## config.mk

```make
export PLATFORM = sky130hd
export DESIGN_NAME = scan_timing_gen
export DESIGN_NICKNAME = d
export VERILOG_FILES = /design/src/rtl/scan_timing_pkg.sv /design/src/rtl/scan_counters.sv /design/src/rtl/scan_outputs.sv /design/src/rtl/scan_timing_gen.sv
export SDC_FILE = /design/constraint.sdc
export NUM_CORES = 1
export LEC_CHECK = 0
export BUFFER_PORTS_ARGS = -buffer_cell sky130_fd_sc_hd__buf_2
export CORE_MARGIN = 2
export CORE_UTILIZATION = 31
export DETAILED_ROUTE_END_ITERATION = 12
export SYNTH_ARGS = -nofsm -noshare
export SYNTH_HDL_FRONTEND = slang
export SYNTH_HIERARCHICAL = 1
export SYNTH_SLANG_ARGS = --single-unit
```

## constraint.sdc

```tcl
create_clock -name clk -period 3.2 [get_ports clk]
set_input_delay 0.64 -clock clk [delete_from_list [all_inputs] [get_ports clk]]
set_output_delay 0.64 -clock clk [all_outputs]
set_load 0.1 [all_outputs]
```

## src/rtl/scan_timing_pkg.sv

```systemverilog
package scan_timing_pkg;

  // Strobes passed from the counter control to the output datapath
  typedef struct packed {
    logic hWrap;   // pixel counter at its last value
    logic vWrap;   // line counter at its last value
    logic hVis;    // pixel count inside visible width
    logic vVis;    // line count inside visible height
    logic hPulse;  // pixel count inside horizontal pulse window
    logic vPulse;  // line count inside vertical pulse window
  } scanCtl_t;

endpackage

```

## src/rtl/scan_counters.sv

```systemverilog
module scan_counters
  import scan_timing_pkg::*;
#(
  parameter int H_ACTIVE = 800,
  parameter int H_FRONT  = 40,
  parameter int H_SYNC   = 128,
  parameter int H_BACK   = 88,
  parameter int V_ACTIVE = 600,
  parameter int V_FRONT  = 1,
  parameter int V_SYNC   = 4,
  parameter int V_BACK   = 23,
  localparam int H_TOTAL = H_ACTIVE + H_FRONT + H_SYNC + H_BACK,
  localparam int V_TOTAL = V_ACTIVE + V_FRONT + V_SYNC + V_BACK,
  localparam int HW      = $clog2(H_TOTAL),
  localparam int VW      = $clog2(V_TOTAL)
) (
  input  logic          clk,
  input  logic          rst,
  output logic [HW-1:0] hCnt,
  output logic [VW-1:0] vCnt,
  output scanCtl_t      ctl
);

  localparam int HS_START = H_ACTIVE + H_FRONT;
  localparam int HS_END   = HS_START + H_SYNC;
  localparam int VS_START = V_ACTIVE + V_FRONT;
  localparam int VS_END   = VS_START + V_SYNC;

  // Decode the current counts into strobes
  always_comb begin
    ctl.hWrap  = (hCnt == HW'(H_TOTAL - 1));
    ctl.vWrap  = (vCnt == VW'(V_TOTAL - 1));
    ctl.hVis   = (hCnt <  HW'(H_ACTIVE));
    ctl.vVis   = (vCnt <  VW'(V_ACTIVE));
    ctl.hPulse = (hCnt >= HW'(HS_START)) && (hCnt < HW'(HS_END));
    ctl.vPulse = (vCnt >= VW'(VS_START)) && (vCnt < VW'(VS_END));
  end

  // Pixel counter
  always_ff @(posedge clk) begin
    if (rst)            hCnt <= '0;
    else if (ctl.hWrap) hCnt <= '0;
    else                hCnt <= hCnt + HW'(1);
  end

  // Line counter, advances on the pixel wrap
  always_ff @(posedge clk) begin
    if (rst) vCnt <= '0;
    else if (ctl.hWrap) begin
      if (ctl.vWrap) vCnt <= '0;
      else           vCnt <= vCnt + VW'(1);
    end
  end

  a_r2_h_range: assert property (@(posedge clk) disable iff (rst)
    hCnt < HW'(H_TOTAL));
  a_r2_h_step: assert property (@(posedge clk) disable iff (rst)
    (hCnt != HW'(H_TOTAL - 1)) |=> (hCnt == $past(hCnt) + HW'(1)));
  a_r3_v_hold: assert property (@(posedge clk) disable iff (rst)
    (hCnt != HW'(H_TOTAL - 1)) |=> $stable(vCnt));
  a_r3_v_step: assert property (@(posedge clk) disable iff (rst)
    (hCnt == HW'(H_TOTAL - 1) && vCnt != VW'(V_TOTAL - 1))
      |=> (hCnt == '0 && vCnt == $past(vCnt) + VW'(1)));
  a_r8_frame_wrap: assert property (@(posedge clk) disable iff (rst)
    (hCnt == HW'(H_TOTAL - 1) && vCnt == VW'(V_TOTAL - 1))
      |=> (hCnt == '0 && vCnt == '0));

endmodule

```

## src/rtl/scan_outputs.sv

```systemverilog
module scan_outputs
  import scan_timing_pkg::*;
#(
  parameter int H_ACTIVE = 800,
  parameter int V_ACTIVE = 600,
  parameter int HW       = 11,
  parameter int VW       = 10,
  localparam int AW      = $clog2(H_ACTIVE * V_ACTIVE)
) (
  input  logic          clk,
  input  logic          rst,
  input  logic [HW-1:0] hCnt,
  input  logic [VW-1:0] vCnt,
  input  scanCtl_t      ctl,
  output logic          hsyncQ,
  output logic          vsyncQ,
  output logic          activeQ,
  output logic [AW-1:0] addrQ
);

  logic [AW-1:0] lineBase;
  logic [AW-1:0] addrNext;
  logic          visNext;

  // Row start address: shift-and-add for the default width, product otherwise
  generate
    if (H_ACTIVE == 800) begin : g_shiftAdd
      logic [AW-1:0] vExt;
      assign vExt     = AW'(vCnt);
      assign lineBase = (vExt << 9) + (vExt << 8) + (vExt << 5);
    end else begin : g_product
      assign lineBase = AW'(H_ACTIVE) * AW'(vCnt);
    end
  endgenerate

  assign visNext  = ctl.hVis && ctl.vVis;
  assign addrNext = visNext ? (AW'(hCnt) + lineBase) : '0;

  // One register stage keeps all outputs aligned
  always_ff @(posedge clk) begin
    if (rst) begin
      hsyncQ  <= 1'b0;
      vsyncQ  <= 1'b0;
      activeQ <= 1'b0;
      addrQ   <= '0;
    end else begin
      hsyncQ  <= ctl.hPulse;
      vsyncQ  <= ctl.vPulse;
      activeQ <= visNext;
      addrQ   <= addrNext;
    end
  end

  a_r7_blank_addr: assert property (@(posedge clk) disable iff (rst)
    !activeQ |-> (addrQ == '0));
  a_r4_hsync_blank: assert property (@(posedge clk) disable iff (rst)
    hsyncQ |-> !activeQ);
  a_r5_vsync_blank: assert property (@(posedge clk) disable iff (rst)
    vsyncQ |-> !activeQ);
  a_r7_addr_range: assert property (@(posedge clk) disable iff (rst)
    addrQ < AW'(H_ACTIVE * V_ACTIVE));

endmodule

```

## src/rtl/scan_timing_gen.sv

```systemverilog
module scan_timing_gen
  import scan_timing_pkg::*;
#(
  parameter int H_ACTIVE = 800,
  parameter int H_FRONT  = 40,
  parameter int H_SYNC   = 128,
  parameter int H_BACK   = 88,
  parameter int V_ACTIVE = 600,
  parameter int V_FRONT  = 1,
  parameter int V_SYNC   = 4,
  parameter int V_BACK   = 23,
  localparam int HW      = $clog2(H_ACTIVE + H_FRONT + H_SYNC + H_BACK),
  localparam int VW      = $clog2(V_ACTIVE + V_FRONT + V_SYNC + V_BACK),
  localparam int AW      = $clog2(H_ACTIVE * V_ACTIVE)
) (
  input  logic          clk,
  input  logic          rst,
  output logic [HW-1:0] hcount,
  output logic [VW-1:0] vcount,
  output logic          hsync,
  output logic          vsync,
  output logic          active,
  output logic [AW-1:0] fbAddr
);

  scanCtl_t ctl;

  scan_counters #(
    .H_ACTIVE(H_ACTIVE), .H_FRONT(H_FRONT), .H_SYNC(H_SYNC), .H_BACK(H_BACK),
    .V_ACTIVE(V_ACTIVE), .V_FRONT(V_FRONT), .V_SYNC(V_SYNC), .V_BACK(V_BACK)
  ) i_counters (
    .clk  (clk),
    .rst  (rst),
    .hCnt (hcount),
    .vCnt (vcount),
    .ctl  (ctl)
  );

  scan_outputs #(
    .H_ACTIVE(H_ACTIVE), .V_ACTIVE(V_ACTIVE), .HW(HW), .VW(VW)
  ) i_outputs (
    .clk     (clk),
    .rst     (rst),
    .hCnt    (hcount),
    .vCnt    (vcount),
    .ctl     (ctl),
    .hsyncQ  (hsync),
    .vsyncQ  (vsync),
    .activeQ (active),
    .addrQ   (fbAddr)
  );

endmodule

```

# Yosys cells after proc, flatten, opt, wreduce, memory -nomap -nowiden
# Index checks and enable logic that the tools add are counted.
dict set report word_totals {
  rom_bits 0
  reg_bits 43
  output_inout_bits 43
  ramBits 0
  n_memories 0
  inputBits 2
  word_cells 26
  latch_bits 0
}
dict set report op_classes {
  n_shift 0
  magnitude_cmp 6
  n_mux 1
  multipliers 0
  add_sub_neg 5
  eq_ne 2
  n_reduce_logical 5
  bitwise_logic 1
  div 0
}
# operator count
set op_table {}
lappend op_table {{$lt A11 B10 Y1 const B} 2}
lappend op_table {{$lt A10 B10 Y1 const B} 2}
lappend op_table {{$add A11 B19 Y19} 1}
lappend op_table {{$add A19 B15 Y19} 1}
lappend op_table {{$add A19 B18 Y19} 1}
lappend op_table {{$add A11 B1 Y11 const B} 1}
lappend op_table {{$eq A11 B11 Y1 const B} 1}
lappend op_table {{$ge A11 B10 Y1 const B} 1}
lappend op_table {{$add A10 B1 Y10 const B} 1}
lappend op_table {{$eq A10 B10 Y1 const B} 1}
lappend op_table {{$ge A10 B10 Y1 const B} 1}
lappend op_table {{$mux W10} 1}
lappend op_table {{$reduce_or A2 Y1} 2}
lappend op_table {{$logic_and A1 B1 Y1} 3}
lappend op_table {{$not A1 Y1} 1}

# Longest topological paths before layout
# Gate-level depths: netlist of the first run.
dict set report logic_depth {
  ltp_word 4
  depth_mapped 12
  mapped_depth_nobuf 11
}

# Cells and area by module
# Netlist of the first run, hierarchy kept.
# mod cells_per_inst seq_area_each_um2 area_each_um2 instances
set by_module_without_submodules {}
lappend by_module_without_submodules {scan_outputs 160 440.4 1537.7 1}
lappend by_module_without_submodules {scan_counters 142 420.4 1164.9 1}

# Worst setup path before layout of the first run
# OpenSTA, ideal clock, no wires.
dict set report synth_timing {
  path_type {flip-flop to flip-flop}
  from {register i_counters.hCnt[9]}
  to {register i_outputs.addrQ[13]}
  required_ns 3.122
  setup_time_ns 0.078
  t_arrival_ns 3.474
  path_buffers 0
  path_stages_with_launch 11
  path_slack_ns -0.352
  synth_period_minus_slack_ns 3.552
  path_cell_list {dfxtp_1 > inv_1 > fa_1 > inv_1 > fa_1 > ha_1 > nor2b_4 > o31a_1 > o21a_1 > o21a_1 > nor3_1}
}
dict set report synth_between {
  elab_chain_len 4
  word_cells_on_any_way 5
  classes_between {add/sub (1); order compare (1); bitwise (1); reduce/logical (2)}
}
# element line_no
set synth_rtl {}
lappend synth_rtl {{start, declared} scan_counters.sv:19} ;# output logic [HW-1:0] hCnt,
lappend synth_rtl {{start signal, assigned} scan_counters.sv:43} ;# else hCnt <= hCnt + HW'(1);
lappend synth_rtl {{$lt A11 B10 Y1} scan_counters.sv:33} ;# ctl.hVis = (hCnt < HW'(H_ACTIVE));
lappend synth_rtl {{$logic_and A1 B1 Y1} scan_outputs.sv:36} ;# assign visNext = ctl.hVis && ctl.vVis;
lappend synth_rtl {{$not A1 Y1 (no source line)} --}
lappend synth_rtl {{$reduce_or A2 Y1 (no source line)} --}
lappend synth_rtl {{end signal, assigned} scan_outputs.sv:50} ;# addrQ <= addrNext;
lappend synth_rtl {{end, declared} scan_outputs.sv:18} ;# output logic [AW-1:0] addrQ
# Several ways; a longest one is shown, not always the timed one.
# A chain may end at the register's enable or synchronous reset.

# Worst setup path in the final report of the first run
dict set report layout_timing {
  from {register i_counters.vCnt[2]}
  to {register i_outputs.addrQ[18]}
}
dict set report layout_between {
  elab_chain_len 4
  word_cells_on_any_way 7
  classes_between {add/sub (3); order compare (1); bitwise (1); reduce/logical (2)}
}
# element line_no
set layout_rtl {}
lappend layout_rtl {{start, declared} scan_counters.sv:20} ;# output logic [VW-1:0] vCnt,
lappend layout_rtl {{start signal, assigned} scan_counters.sv:51} ;# else vCnt <= vCnt + VW'(1);
lappend layout_rtl {{parallel branches: the longest is 4 deep, another holds $add A19 B18 Y19} --}
# Several ways; the timed one is not identified.

==> summary.txt, run 1 <==
Pwr Density: 355 nW/um^2
CTS tree: yes
Setup WS pre-CTS: 298 ps
RSZ-0062 raised after global routing: no
Mapped Area: 2690 sq um
Synthesized area per cell: 9.00 sq um
Initial core utilization: 32.4%
Hold Path Class: flip-flop to flip-flop
Number of global-route vias before repair: 2029
Clock Pin Slew Worst Setup and Hold Paths: 90 ps
Chip width: 97.2 um
# rows: 33
Max-cap violations: 0
Final Wtd Congestion: 0.802
Chip Height: 97.2 um
Status: complete, no violations
Final period util: 91.5%
Placed Area: 3020 sq um
Post-cts resize count: 0
Vias/cell: 4.73
Mapped Cells: 299
DRT antenna net count: 0
Initial antenna violation count: 0
Setup crit start kind: flip-flop
Layout cells sized above 1: 21.9%
Hold Fails Final Rpt: 0
Clk Latency, worst-skew pair: 300 ps
Critical path class: flip-flop to flip-flop
Core area: 8300 sq um
Setup Buffers After CTS: 0
GRT Overall Usage: 12.2%
Slew HR: 59.4%
Final Net Count: 385
Setup TNS: 0 ps
CTS Hold Buffers Added: 0
Clock Tree Root: clkbuf_8
Ant. Diodes: 0
DR pass1 iterations: 4
Final wirelength: 5670 um
Syn-to-layout area delta: 16.5%
Per-cell routed wire length: 12.7 um
Clock Skew: 8.22 ps
Largest net degree at the start of global routing: 21
Minimum clock period: 2930 ps
Max Clk Rate: 0.341 GHz
Final setup fails: 0
Fin area: 3130 sq um
Max VDD drop: 0.000164 V
First-pass GRT wire length: 9770 um
DPL Wire Length: 4280 um
Clock Path Buffers: 2
H-Tree Level Count: 2
Overflow after GRT: 0
Port bufs: 44
CTS buffer count: 5
IO Count: 45
Syn_nets: 343
Crit Path Max Fanout: 12
WP data required: 3420 ps
Full die area: 9440 sq um
Slew Viols, Final: 0
Critical Path AT: 3150 ps
Syn. warnings: 6
Vias after detailed routing: 2114
# DRC: 0
# clock sinks: 43
Setup slack after layout: 271 ps
Leak: 1.50 nW
DRT iter0 DRCs: 81
CP Capture Type: flip-flop
Worst Max-Slew Pin Slew: 605 ps
Setup slack, reg-to-reg: 270 ps
-- cell type report --
cell class	instances	area, sq um
clock buffer	6	82.6
sequential	43	875
clock inverter	2	35.0
inverter	41	154
tap	105	131
fill	839	5170
timing repair buffer	45	228
multi-input combinational	205	1630
-- cell usage in the layout, fill, tap and decap left out, drive strengths merged, types with 10 or more instances in the layout --
master,count
inv,41
o21ai,10
dfxtp,43
fa,10
ha,32
buf,45
a21oi,10
nor2,25
and2,11
nand2,15
nand3,10
-- layer usage --
metal,track usage [%],vias to the layer above,share of wire [%]
met5,0,-,0
met4,3.36,0,1.4
met3,2.66,7,3.2
met2,20.5,32,46
met1,15.9,972,49
li1,-,1103,-
-- where the power goes --
| part | switching, mW | leakage, nW | total [mW] | internal, mW |
|---|---|---|---|---|
| Combinational | 0.0928 | 1.09 | 0.113 | 0.0201 |
| Clock | 0.193 | 0.0612 | 0.446 | 0.253 |
| Sequential | 0.00928 | 0.354 | 0.553 | 0.544 |
| Total | 0.295 | 1.50 | 1.11 | 0.817 |
-- state kept, by name, indices dropped and copies added, names as in the netlist --
register	cells
i_outputs/vsyncQ	1
i_counters/hCnt	11
i_outputs/hsyncQ	1
i_outputs/activeQ	1
i_outputs/addrQ	19
i_counters/vCnt	10
-- final timing paths --
check,from,endpoint,cells past startpoint
hold reg to reg,i_counters/hCnt[0]$_SDFF_PP0_,i_counters/hCnt[0]$_SDFF_PP0_,1
setup / recovery,i_counters/vCnt[2]$_SDFFE_PP0P_,i_outputs/addrQ[18]$_SDFF_PP0_,10
setup reg to reg,i_counters/vCnt[2]$_SDFFE_PP0P_,i_outputs/addrQ[18]$_SDFF_PP0_,10
hold / removal,i_counters/hCnt[0]$_SDFF_PP0_,i_counters/hCnt[0]$_SDFF_PP0_,1
-- critical path, cell delays in order, from the launching register on --
cell and delay, ps:
dfxtp_2 440, inv_1 120, fa_1 460, fa_1 510, inv_1 40, ha_1 330
o21ai_0 150, o21ai_2 220, a41oi_2 170, o21ai_1 190, mux2i_1 200
-- through the flow --
| stage | std cells | power (mW) | hold WS (ps) | utilization (%) |
|---|---|---|---|---|
| 2_1_floorplan | 299 | 0.660 | 702 | - |
| 3_3_place_gp | 439 | 0.678 | 473 | 36.3 |
| 3_5_place_dp | 439 | 0.679 | 480 | 36.3 |
| 4_1_cts | 447 | 1.13 | 501 | 37.8 |
| 5_1_grt | 447 | 1.16 | 539 | 37.8 |
| 6_report | 447 | 1.11 | 498 | 37.8 |
(Power assumes the default switching activity.)
==> run 2, diff against run 1 <==
- CTS_BUF_LIST: unset -> sky130_fd_sc_hd__clkbuf_4 sky130_fd_sc_hd__clkbuf_8
- PLACE_DENSITY: unset -> 0.53
==> summary.txt, run 2 (same netlist as run 1, synthesis figures left out) <==
# clock sinks: 43
CTS tree: yes
Worst Max-Slew Pin Slew: 635 ps
Clock Pin Slew Worst Setup and Hold Paths: 90 ps
Max reg flops: 19
RSZ-0062 raised after global routing: no
Cell Count Post-Placement: 439
Port bufs: 44
Crit Path Max Fanout: 12
Minimum clock period: 2960 ps
IO Count: 45
Fillers: 857
Clock Tree Root: clkbuf_8
Final setup fails: 0
Fin Hold WS: 492 ps
Max incr delay on CP: 520 ps
Clock Skew: 7.79 ps
Full die area: 9440 sq um
Commonest non-fill, non-tap cell in the layout: buf_2
# rows: 33
Setup crit start kind: flip-flop
DPL Wire Length: 4380 um
DRT iter0 DRCs: 60
Max Clk Rate: 0.338 GHz
Slew HR: 57.3%
Post-Layout Cell Count: 447
Vias after detailed routing: 2093
Worst Path Buf+Inv: 2
Placed Area: 3020 sq um
Number of global-route vias before repair: 2118
Slowest cell on crit path: fa_1
Layout cells sized above 1: 21.9%
Hold Fails Final Rpt: 0
Largest net degree at the start of global routing: 21
Fin area: 3130 sq um
Max-cap violations: 0
Overflow after GRT: 0
Syn-to-layout area delta: 16.5%
Setup Buffers After CTS: 0
Max VDD drop: 0.000177 V
GRT Overall Usage: 13.2%
Initial core utilization: 32.4%
Chip Height: 97.2 um
Chip width: 97.2 um
CTS Hold Buffers Added: 0
WP data required: 3430 ps
Setup TNS: 0 ps
Slew Viols, Final: 0
Initial antenna violation count: 0
Hold Path Class: flip-flop to flip-flop
Critical path class: flip-flop to flip-flop
Clk Latency, worst-skew pair: 300 ps
Clock Path Buffers: 2
# DRC: 0
Final wirelength: 5810 um
Most frequent cells in the layout: 44 x buf_2, 41 x inv_1, 32 x ha_1, 32 x dfxtp_1, 25 x nor2_1
Per-cell routed wire length: 13.0 um
Register area: 875 sq um
CTS buffer count: 5
Critical Path AT: 3180 ps
Ant. Diodes: 0
H-Tree Level Count: 2
Cell family with most CP delay: adder cells
Top reg by flops: i_outputs/addrQ
Final Net Count: 385
Final Wtd Congestion: 0.796
Critical path, cell by cell: inv_1 > fa_1 > fa_1 > inv_1 > ha_1 > o21ai_0 > o21ai_2 > a41oi_2 > o21ai_1 > mux2i_1
Post-cts resize count: 0
Core area: 8300 sq um
First-pass GRT wire length: 10300 um
Multi-input combinational cell area: 1630 sq um
Biggest regs: i_outputs/addrQ: 19 flops, i_counters/hCnt: 11 flops, i_counters/vCnt: 10 flops
Final period util: 92.4%
DR pass1 iterations: 4
Leak: 1.50 nW
Status: complete, no violations
Pwr Density: 355 nW/um^2
DRT antenna net count: 0
Vias/cell: 4.68
CP Capture Type: flip-flop
-- run 2: cell counts in the layout (fill, tap and decap cells not counted) --
No cell type changed its count.
-- run 2: metrics by stage --
step	utilization [%]	total power, mW	setup WS, ps
2_1_floorplan	-	0.660	54.2
5_1_grt	37.8	1.17	78.4
3_3_place_gp	36.3	0.679	352
6_report	37.8	1.11	244
4_1_cts	37.8	1.14	253
3_5_place_dp	36.3	0.680	297
-- run 2: final cells by class --
cell class	count	area share (%)
sequential	43	27.9
inverter	41	4.91
tap	105	4.19
clock inverter	2	1.12
clock buffer	6	2.64
timing repair buffer	45	7.27
multi-input combinational	205	52.0
-- run 2: worst paths after layout --
| kind | start | to | depth (start not counted) | slack [ps] |
|---|---|---|---|---|
| worst max-delay path | i_counters/vCnt[2]$_SDFFE_PP0P_ | i_outputs/addrQ[18]$_SDFF_PP0_ | 10 | 240 |
| worst min-delay path | i_counters/hCnt[0]$_SDFF_PP0_ | i_counters/hCnt[0]$_SDFF_PP0_ | 1 | 490 |
| worst max register to register | i_counters/vCnt[2]$_SDFFE_PP0P_ | i_outputs/addrQ[18]$_SDFF_PP0_ | 10 | 240 |
| worst min register to register | i_counters/hCnt[0]$_SDFF_PP0_ | i_counters/hCnt[0]$_SDFF_PP0_ | 1 | 490 |
-- run 2: power by group --
| part | internal (mW) | total, mW | switching, mW |
|---|---|---|---|
| clock network | 0.253 | 0.445 | 0.193 |
| logic | 0.0203 | 0.113 | 0.0931 |
| registers | 0.544 | 0.553 | 0.00890 |
-- run 2: routing by layer --
metal  GRT usage, %  part of all wire (%)  vias to the layer above
met3           2.81                   3.5                        6
met5              0                     0                        -
li1               -                     -                     1098
met2           22.2                    47                       30
met1           17.0                    48                      959
met4           3.79                   1.2                        0
==> run 3, diff against run 2 <==
- PLACE_DENSITY: 0.53 -> 0.55
- SKIP_CTS_REPAIR_TIMING: unset -> 1
- clock period: 3.2 -> 2.61 ns (I/O delays scaled with it)
==> summary.txt, run 3 (same netlist as run 1, synthesis figures left out) <==
CP Capture Point: i_outputs/addrQ[18]$_SDFF_PP0_
Setup crit start kind: flip-flop
DRT iter0 DRCs: 60
Final period util: 102%
Register area: 915 sq um
Final Net Count: 404
CTS buffer count: 5
Clk Latency, worst-skew pair: 300 ps
FF-to-FF Start: i_counters/hCnt[9]$_SDFF_PP0_
Setup slack after layout: -62.2 ps
Setup WS pre-CTS: -79.2 ps
# rows: 33
WP data required: 2840 ps
Critical Path AT: 2900 ps
Multi-input combinational cell area: 1700 sq um
Top reg by flops: i_outputs/addrQ
Clock Skew: 14.2 ps
Setup TNS: -244 ps
Worst Max-Slew Pin Slew: 561 ps
FF-to-FF End: i_outputs/addrQ[18]$_SDFF_PP0_
Clock Path Buffers: 2
H-Tree Level Count: 2
Ant. Diodes: 0
Fillers: 815
Chip width: 97.2 um
Slew HR: 62.3%
Final Power: 1.44 mW
Clock Pin Slew Worst Setup and Hold Paths: 90 ps
Slowest cell on crit path: fa_1
Setup slack, reg-to-reg: -60 ps
CP Capture Type: flip-flop
Final wirelength: 6050 um
Minimum clock period: 2670 ps
Hold Fails Final Rpt: 0
GRT Overall Usage: 12.9%
Max-cap violations: 0
Initial antenna violation count: 0
RSZ-0062 raised after global routing: yes
Slew Viols, Final: 0
Port bufs: 44
Critical path, cell by cell: inv_2 > fa_1 > inv_1 > fa_1 > ha_4 > o21ai_1 > o21ai_2 > a41oi_2 > o21ai_1 > mux2i_1
Biggest regs: i_outputs/addrQ: 19 flops, i_counters/hCnt: 11 flops, i_counters/vCnt: 10 flops
Hold Path Class: flip-flop to flip-flop
Full die area: 9440 sq um
Clock Tree Root: clkbuf_8
Max Clk Rate: 0.374 GHz
DR pass1 iterations: 4
Leak: 1.62 nW
Critical path class: flip-flop to flip-flop
Overflow after GRT: 0
Failing checks: negative setup slack
Final setup fails: 6
Setup crit start: i_counters/hCnt[9]$_SDFF_PP0_
Core area: 8300 sq um
Vias after detailed routing: 2191
Max incr delay on CP: 520 ps
Status: complete, but fails checks
Fin Hold WS: 455 ps
Number of global-route vias before repair: 2102
Largest net degree at the start of global routing: 20
CTS tree: yes
Crit Path Max Fanout: 4
Chip Height: 97.2 um
Layout cells sized above 1: 32.7%
Initial core utilization: 32.4%
R2r worst-path depth: 10
Final Wtd Congestion: 0.771
# clock sinks: 43
# DRC: 0
Commonest non-fill, non-tap cell in the layout: buf_2
Max VDD drop: 0.000292 V
IO Count: 45
First-pass GRT wire length: 9960 um
Fin util: 41.0%
DRT antenna net count: 0
Vias/cell: 4.70
Most frequent cells in the layout: 44 x buf_2, 34 x inv_1, 28 x ha_1
Syn-to-layout area delta: 26.6%
Pwr Density: 424 nW/um^2
Max reg flops: 19
DPL Wire Length: 4520 um
Per-cell routed wire length: 13.0 um
[run 3: layout make-up]
type	count	area share, %
clock inverter	2	1.76
tap	105	3.86
inverter	41	4.52
sequential	43	26.9
multi-input combinational	205	49.9
clock buffer	6	2.24
timing repair buffer	64	10.9
[run 3: how the worst min path moves through the flow]
| stage | slack (ps) | to | startpoint | cells after the start |
|---|---|---|---|---|
| 2_1_floorplan | 580 | i_counters/vCnt[9]$_SDFFE_PP0P_ | rst | 1 |
| 3_3_place_gp | 450 | i_counters/hCnt[0]$_SDFF_PP0_ | i_counters/hCnt[0]$_SDFF_PP0_ | 1 |
| 3_5_place_dp | 440 | i_counters/hCnt[0]$_SDFF_PP0_ | i_counters/hCnt[0]$_SDFF_PP0_ | 1 |
| 4_1_cts | 460 | i_counters/hCnt[0]$_SDFF_PP0_ | i_counters/hCnt[0]$_SDFF_PP0_ | 1 |
| 5_1_grt | 470 | i_counters/hCnt[0]$_SDFF_PP0_ | i_counters/hCnt[0]$_SDFF_PP0_ | 1 |
| 6_report | 450 | i_counters/hCnt[0]$_SDFF_PP0_ | i_counters/hCnt[0]$_SDFF_PP0_ | 1 |
[run 3: power by group]
| group | leakage, nW | switching, mW | total [mW] | internal [mW] |
|---|---|---|---|---|
| sequential | 0.361 | 0.00754 | 0.663 | 0.656 |
| clock | 0.0688 | 0.237 | 0.630 | 0.393 |
| combinational | 1.19 | 0.120 | 0.151 | 0.0313 |
| total | 1.62 | 0.365 | 1.44 | 1.08 |
[run 3: critical path: cells and delay by family, from the launching register on]
family	cells	cell delay [ps]
buffers and inverters	2	80
adders and majority gates	3	1310
DFF	1	360
AOI/OAI and AO/OA	4	670
muxes	1	190
[run 3: per-layer routing]
metal / vias up / track usage, % / wire (um)
met3: 2 / 2.95 / 217
met5: - / 0 / 0
met2: 36 / 22.0 / 2890
met1: 1013 / 16.1 / 2880
li1: 1140 / - / -
met4: 0 / 4.23 / 54
[run 3: per-stage QoR]
stage          cell area [sq um]  cells
3_5_place_dp                3210    457
5_1_grt                     3410    466
2_1_floorplan               2760    299
6_report                    3410    466
4_1_cts                     3340    465
3_3_place_gp                3210    457
